`src/rtl/ssa_pkg.sv`:
```
package ssa_pkg;
  function automatic int unsigned idx_w(input int unsigned n);
    return (n > 1) ? $clog2(n) : 1;
  endfunction
endpackage

```
`src/rtl/ssa_rr_arb.sv`:
```
module ssa_rr_arb #(
  parameter  int unsigned N  = 4,
  localparam int unsigned IW = ssa_pkg::idx_w(N)
) (
  input  logic         clk,
  input  logic         rst_n,
  input  logic [N-1:0] req,
  input  logic         adv,
  output logic [N-1:0] gnt
);
  logic [IW-1:0] ptr;
  logic [IW-1:0] win;
  logic          hit;

  // Scan from the pointer upward, wrapping, and take the first requester.
  always_comb begin
    int c;
    gnt = '0;
    win = '0;
    hit = 1'b0;
    for (int k = 0; k < int'(N); k++) begin
      c = int'(ptr) + k;
      if (c >= int'(N)) c = c - int'(N);
      if (!hit && req[c]) begin
        hit    = 1'b1;
        gnt[c] = 1'b1;
        win    = IW'(c);
      end
    end
  end

  always_ff @(posedge clk or negedge rst_n) begin
    if (!rst_n) begin
      ptr <= '0;
    end else if (adv && hit) begin
      ptr <= (win == IW'(N-1)) ? '0 : win + 1'b1;
    end
  end
endmodule

```
`src/rtl/ssa_sep_alloc.sv`:
```
module ssa_sep_alloc #(
  parameter  int unsigned P  = 5,
  parameter  int unsigned V  = 4,
  localparam int unsigned PW = ssa_pkg::idx_w(P),
  localparam int unsigned VW = ssa_pkg::idx_w(V)
) (
  input  logic            clk,
  input  logic            rst_n,
  input  logic [P*V-1:0]  vld,
  input  logic [P*V*PW-1:0] port,
  input  logic [P-1:0]    in_adv,
  input  logic [P-1:0]    out_adv,
  output logic [P*VW-1:0] s1_vc,
  output logic [P*P-1:0]  sel
);
  logic [P-1:0]  s1_any;
  logic [PW-1:0] s1_port [P];

  // Input stage: one V:1 arbiter per input port.
  for (genvar i = 0; i < P; i++) begin : g_in
    logic [V-1:0]  s1_gnt;
    logic [VW-1:0] vc_i;

    ssa_rr_arb #(.N(V)) u_arb (
      .clk  (clk),
      .rst_n(rst_n),
      .req  (vld[i*V +: V]),
      .adv  (in_adv[i]),
      .gnt  (s1_gnt)
    );

    always_comb begin
      vc_i = '0;
      for (int v = 0; v < int'(V); v++) begin
        if (s1_gnt[v]) vc_i = VW'(v);
      end
    end

    assign s1_vc[i*VW +: VW] = vc_i;
    assign s1_any[i]         = |s1_gnt;
    assign s1_port[i]        = port[(i*V + int'(vc_i))*PW +: PW];
  end

  // Output stage: one P:1 arbiter per output port.
  for (genvar o = 0; o < P; o++) begin : g_out
    logic [P-1:0] s2_req;

    always_comb begin
      for (int i = 0; i < int'(P); i++) begin
        s2_req[i] = s1_any[i] && (s1_port[i] == PW'(o));
      end
    end

    ssa_rr_arb #(.N(P)) u_arb (
      .clk  (clk),
      .rst_n(rst_n),
      .req  (s2_req),
      .adv  (out_adv[o]),
      .gnt  (sel[o*P +: P])
    );
  end
endmodule

```
`src/rtl/ssa_merge.sv`:
```
module ssa_merge #(
  parameter  int unsigned P  = 5,
  parameter  int unsigned V  = 4,
  localparam int unsigned VW = ssa_pkg::idx_w(V)
) (
  input  logic [P*P-1:0]  ns_sel,
  input  logic [P*P-1:0]  sp_sel,
  input  logic [P*VW-1:0] ns_vc,
  input  logic [P*VW-1:0] sp_vc,
  input  logic [P*V-1:0]  va_ok,
  output logic [P*P-1:0]  fin_sel,
  output logic [P-1:0]    fin_gnt,
  output logic [P*VW-1:0] fin_vc,
  output logic [P-1:0]    ns_in_adv,
  output logic [P-1:0]    ns_out_adv,
  output logic [P-1:0]    sp_in_adv,
  output logic [P-1:0]    sp_out_adv
);
  logic [P-1:0] ns_busy;
  logic [P-1:0] ns_hit;
  logic [P-1:0] sp_va;
  logic [P-1:0] sp_keep;

  always_comb begin
    logic keep;
    ns_busy    = '0;
    ns_hit     = '0;
    sp_va      = '0;
    sp_keep    = '0;
    sp_out_adv = '0;
    fin_sel    = '0;
    for (int o = 0; o < int'(P); o++) begin
      ns_busy[o] = |ns_sel[o*P +: P];
      for (int i = 0; i < int'(P); i++) begin
        if (ns_sel[o*P + i]) ns_hit[i] = 1'b1;
      end
    end
    for (int i = 0; i < int'(P); i++) begin
      sp_va[i] = va_ok[i*V + int'(sp_vc[i*VW +: VW])];
    end
    // A speculative win survives only on a free output, a free input and a held VC.
    for (int o = 0; o < int'(P); o++) begin
      for (int i = 0; i < int'(P); i++) begin
        keep = sp_sel[o*P + i] && !ns_busy[o] && !ns_hit[i] && sp_va[i];
        fin_sel[o*P + i] = ns_sel[o*P + i] | keep;
        if (keep) begin
          sp_keep[i]    = 1'b1;
          sp_out_adv[o] = 1'b1;
        end
      end
    end
  end

  always_comb begin
    for (int i = 0; i < int'(P); i++) begin
      fin_vc[i*VW +: VW] = ns_hit[i]  ? ns_vc[i*VW +: VW] :
                           sp_keep[i] ? sp_vc[i*VW +: VW] : '0;
    end
  end

  assign fin_gnt    = ns_hit | sp_keep;
  assign ns_in_adv  = ns_hit;
  assign ns_out_adv = ns_busy;
  assign sp_in_adv  = sp_keep;
endmodule

```
`src/rtl/ssa_switch_alloc.sv`:
```
module ssa_switch_alloc #(
  parameter  int unsigned P  = 5,
  parameter  int unsigned V  = 4,
  localparam int unsigned PW = ssa_pkg::idx_w(P),
  localparam int unsigned VW = ssa_pkg::idx_w(V)
) (
  input  logic              clk,
  input  logic              rst_n,
  input  logic [P*V-1:0]    req_vld,
  input  logic [P*V-1:0]    req_spec,
  input  logic [P*V*PW-1:0] req_port,
  input  logic [P*V-1:0]    va_ok,
  output logic [P*P-1:0]    out_sel,
  output logic [P-1:0]      in_gnt,
  output logic [P*VW-1:0]   in_vc
);
  logic [P*V-1:0]  ns_vld, sp_vld;
  logic [P*P-1:0]  ns_sel, sp_sel, fin_sel;
  logic [P*VW-1:0] ns_vc, sp_vc, fin_vc;
  logic [P-1:0]    fin_gnt;
  logic [P-1:0]    ns_in_adv, ns_out_adv, sp_in_adv, sp_out_adv;

  assign ns_vld = req_vld & ~req_spec;
  assign sp_vld = req_vld &  req_spec;

  ssa_sep_alloc #(.P(P), .V(V)) u_ns (
    .clk    (clk),
    .rst_n  (rst_n),
    .vld    (ns_vld),
    .port   (req_port),
    .in_adv (ns_in_adv),
    .out_adv(ns_out_adv),
    .s1_vc  (ns_vc),
    .sel    (ns_sel)
  );

  ssa_sep_alloc #(.P(P), .V(V)) u_sp (
    .clk    (clk),
    .rst_n  (rst_n),
    .vld    (sp_vld),
    .port   (req_port),
    .in_adv (sp_in_adv),
    .out_adv(sp_out_adv),
    .s1_vc  (sp_vc),
    .sel    (sp_sel)
  );

  ssa_merge #(.P(P), .V(V)) u_merge (
    .ns_sel    (ns_sel),
    .sp_sel    (sp_sel),
    .ns_vc     (ns_vc),
    .sp_vc     (sp_vc),
    .va_ok     (va_ok),
    .fin_sel   (fin_sel),
    .fin_gnt   (fin_gnt),
    .fin_vc    (fin_vc),
    .ns_in_adv (ns_in_adv),
    .ns_out_adv(ns_out_adv),
    .sp_in_adv (sp_in_adv),
    .sp_out_adv(sp_out_adv)
  );

  always_ff @(posedge clk or negedge rst_n) begin
    if (!rst_n) begin
      out_sel <= '0;
      in_gnt  <= '0;
      in_vc   <= '0;
    end else begin
      out_sel <= fin_sel;
      in_gnt  <= fin_gnt;
      in_vc   <= fin_vc;
    end
  end
endmodule

```
`config.mk`:
```
export PLATFORM = sky130hd
export DESIGN_NAME = ssa_switch_alloc
export DESIGN_NICKNAME = d
export VERILOG_FILES = /design/src/rtl/ssa_pkg.sv /design/src/rtl/ssa_rr_arb.sv /design/src/rtl/ssa_sep_alloc.sv /design/src/rtl/ssa_merge.sv /design/src/rtl/ssa_switch_alloc.sv
export SDC_FILE = /design/constraint.sdc
export NUM_CORES = 1
export LEC_CHECK = 0
export BUFFER_PORTS_ARGS = -buffer_cell sky130_fd_sc_hd__buf_4
export CAP_MARGIN = 10
export CORE_MARGIN = 1.5
export CORE_UTILIZATION = 50
export CTS_CLUSTER_DIAMETER = 120
export CTS_CLUSTER_SIZE = 24
export DETAILED_ROUTE_END_ITERATION = 6
export PLACE_DENSITY_LB_ADDON = 0.1
export SKIP_LAST_GASP = 1
export SLEW_MARGIN = 10
export SYNTH_ARGS = -nofsm -noshare
export SYNTH_HDL_FRONTEND = slang
export SYNTH_SLANG_ARGS = --single-unit
```
`constraint.sdc`:
```
create_clock -name clk -period 18.9 [get_ports clk]
set_clock_uncertainty 0.15 [all_clocks]
set_input_delay 0.945 -clock clk [delete_from_list [all_inputs] [get_ports clk]]
set_output_delay 0.945 -clock clk [all_outputs]
set_load 0.01 [all_outputs]
```
==> impl_metrics.ini <==
[global_routing]
grt.overflow.total = 0
antenna_found_initial = 4
grt_pass1_wl_um = 177000
grt_pass1_vias = 30460
grt_usage_pct = 37.1
grt_max_degree = 59

[drt]
drc_errors = 0
wire_per_inst_um = 23.4
drt-initial-drc-count = 3796
drt_wl_total_um = 115000
vias = 34230
viasPerCell = 6.96
ant_nets = 0
first_pass_iters = 6

[flow_run]
max_cap_violations = 0

[floorplan]
die_width_um = 244
num_rows = 88
start_util_pct = 50.4
ios = 162
core_um2 = 57600
die_area_um2 = 59600
die_h_um = 244

[worst_setup_path]
crit_type = reg -> reg
cpPeakStageDelay_ns = 0.94
cp.depth = 27
end_kind = flop
critPathBufInv = 6
timing.reg2reg.setup_slack_ns = 8.35
start_kind = flop
cp_common_cell = inv_1
cp_slowest_cell = nand4_1
cp_top_family = simple AND/OR/NAND/NOR gates
cp_max_fo = 19
worstPathRequired_ns = 19.06
worstPathArrival_ns = 10.71
worstReg2RegEnd = u_sp.g_out[4].u_arb.ptr[0]
reg2reg_depth = 27

[cells_and_area]
nets = 4509
fillCellCount = 5792
drive_above_1_share_pct = 10.4
syn_to_final_growth_pct = 6.99

[placed_design]
io_buffers = 161
hpwl_um = 91300
place.gp.congestion = 1.00

[clock_tree]
post-cts-setup-buffers = 0
cts_tree = yes
clkLatencyLatePin_ns = 0.43
cts_root_buffer = clkbuf_16
cts_max_path_buffers = 2
postCtsHoldBufs = 0
cts_sinks = 90
ctsHtreeMaxLevel = 3
numCtsBuffers = 9
ctsResizeCount = 0
clk_pin_slew_ns = 0.09

[timing]
slew_headroom_pct = 21.8
drv_slew = 0
rsz0062_at_grt = no
fmax_mhz = 94.8
worst_pin_slew_ns = 1.16
finalSetupTns_ns = 0
timing_hold_violations_final = 0
min_period_over_period_pct = 55.8
setup_viol = 0
min_period_ns = 10.55

[yosys]
synth.distinct_cells = 121
syn_nets = 4497
synth-edff-count = 0
ys_ff_latch = 90
ys.flop_type = dfrtp_1
syn_area_um2 = 29100
syn_avg_cell_area_um2 = 7.02
yosysWarnings = 0
yosysSeqAreaShare_pct = 7.75
async_flop_share_pct = 100
synthCells = 4136

[status]
status = completed

[min_path]
hold_path_class = in -> async
worst max path at each step:
stage / to / slack, ns
after floorplan: u_sp.g_out[1].u_arb.ptr[0] / 11.05
after global placement: u_sp.g_out[4].u_arb.ptr[1] / 8.70
after detailed placement: u_sp.g_out[4].u_arb.ptr[0] / 8.70
after CTS: u_sp.g_out[4].u_arb.ptr[0] / 8.70
after global routing: u_sp.g_out[4].u_arb.ptr[0] / 7.82
final: u_sp.g_out[4].u_arb.ptr[0] / 8.35
area by class of cell:
cell class | count | area [um^2] | share of cell area, %
Sequential cell | 90 | 2250 | 7.25
Inverter | 195 | 732 | 2.35
Timing Repair Buffer | 210 | 1580 | 5.07
Clock inverter | 7 | 81.3 | 0.262
Clock buffer | 9 | 225 | 0.725
Multi-Input combinational cell | 3642 | 25300 | 81.2
Tap cell | 765 | 957 | 3.08
Antenna cell | 2 | 5.00 | 0.0161
cell families after synthesis:
kind of cell             count (synthesis)  share of synthesized area, %
XOR/XNOR                                89                          2.68
buffers and inverters                  404                          5.38
adder cells (fa/ha/maj)                239                          10.6
AO/OA/AOI/OAI                         1463                          35.6
flip-flops                              90                          7.75
AND/OR/NAND/NOR                       1669                          29.9
multiplexers                           182                          8.13
cells in the final DEF (no fill, tap or decap), types with 21 or more instances in the layout:
master,Yosys,routed
and3_1,61,61
nor2b_1,53,53
inv_1,177,177
or3_1,44,44
a21o_1,49,49
nor4_1,57,55
nor3_1,153,153
nand2b_1,77,77
and2_1,60,60
buf_4,2,210
a21oi_1,295,295
mux2_2,38,38
a31oi_1,72,72
a22oi_1,39,39
o31ai_1,55,55
o21a_1,22,22
a211oi_1,66,65
a221o_1,27,27
dfrtp_1,90,90
a211o_1,40,40
o21ai_0,260,260
nand3_1,160,160
o22ai_1,57,57
nand2_1,393,393
mux4_2,39,39
mux2i_1,102,102
o32ai_1,25,25
nor4b_1,21,21
or4_1,23,23
nor2_1,340,340
or2_2,29,29
o211ai_1,41,41
a21boi_0,24,23
o221ai_1,21,21
ha_1,229,229
a221oi_1,27,27
xnor2_1,70,70
nand4_1,63,63
a22o_1,22,22
routing by layer:
metal	global-route usage (%)	vias up	part of all wire, %	wire length, um
li1	-	16026	-	-
met1	48.7	16207	42	48000
met2	58.8	1725	45	51700
met3	6.38	272	8.7	10100
met4	17.3	0	4.9	5650
met5	0	-	0	0
metrics by stage:
step | hold WS [ns] | utilization [%] | setup WS [ns] | cell area [um^2] | cells
6_report | 0.379 | 54.0 | 8.35 | 31100 | 4920
3_5_place_dp | 0.545 | 53.4 | 8.70 | 30800 | 4902
4_1_cts | 0.385 | 54.0 | 8.70 | 31100 | 4918
3_3_place_gp | 0.540 | 53.4 | 8.70 | 30800 | 4902
5_1_grt | 0.404 | 54.0 | 7.82 | 31100 | 4920
2_1_floorplan | 0.499 | - | 11.05 | 29100 | 4136
synthesized netlist by cell type (60+ instances only):
master	count	area (um^2)
nand2b_1	77	482
clkbuf_1	158	593
o21ai_0	260	1300
dfrtp_1	90	2250
nor3_1	153	766
nand2_1	393	1480
nor2_1	340	1280
inv_1	177	664
ha_1	229	2870
and3_1	61	382
a21oi_1	295	1480
a211oi_1	66	495
and2_1	60	375
a31oi_1	72	450
nand4_1	63	394
xnor2_1	70	613
mux2i_1	102	1020
nand3_1	160	801
Power is not shown: default switching activity piles up to over one toggle a cycle in this logic, so the estimate is an artifact.
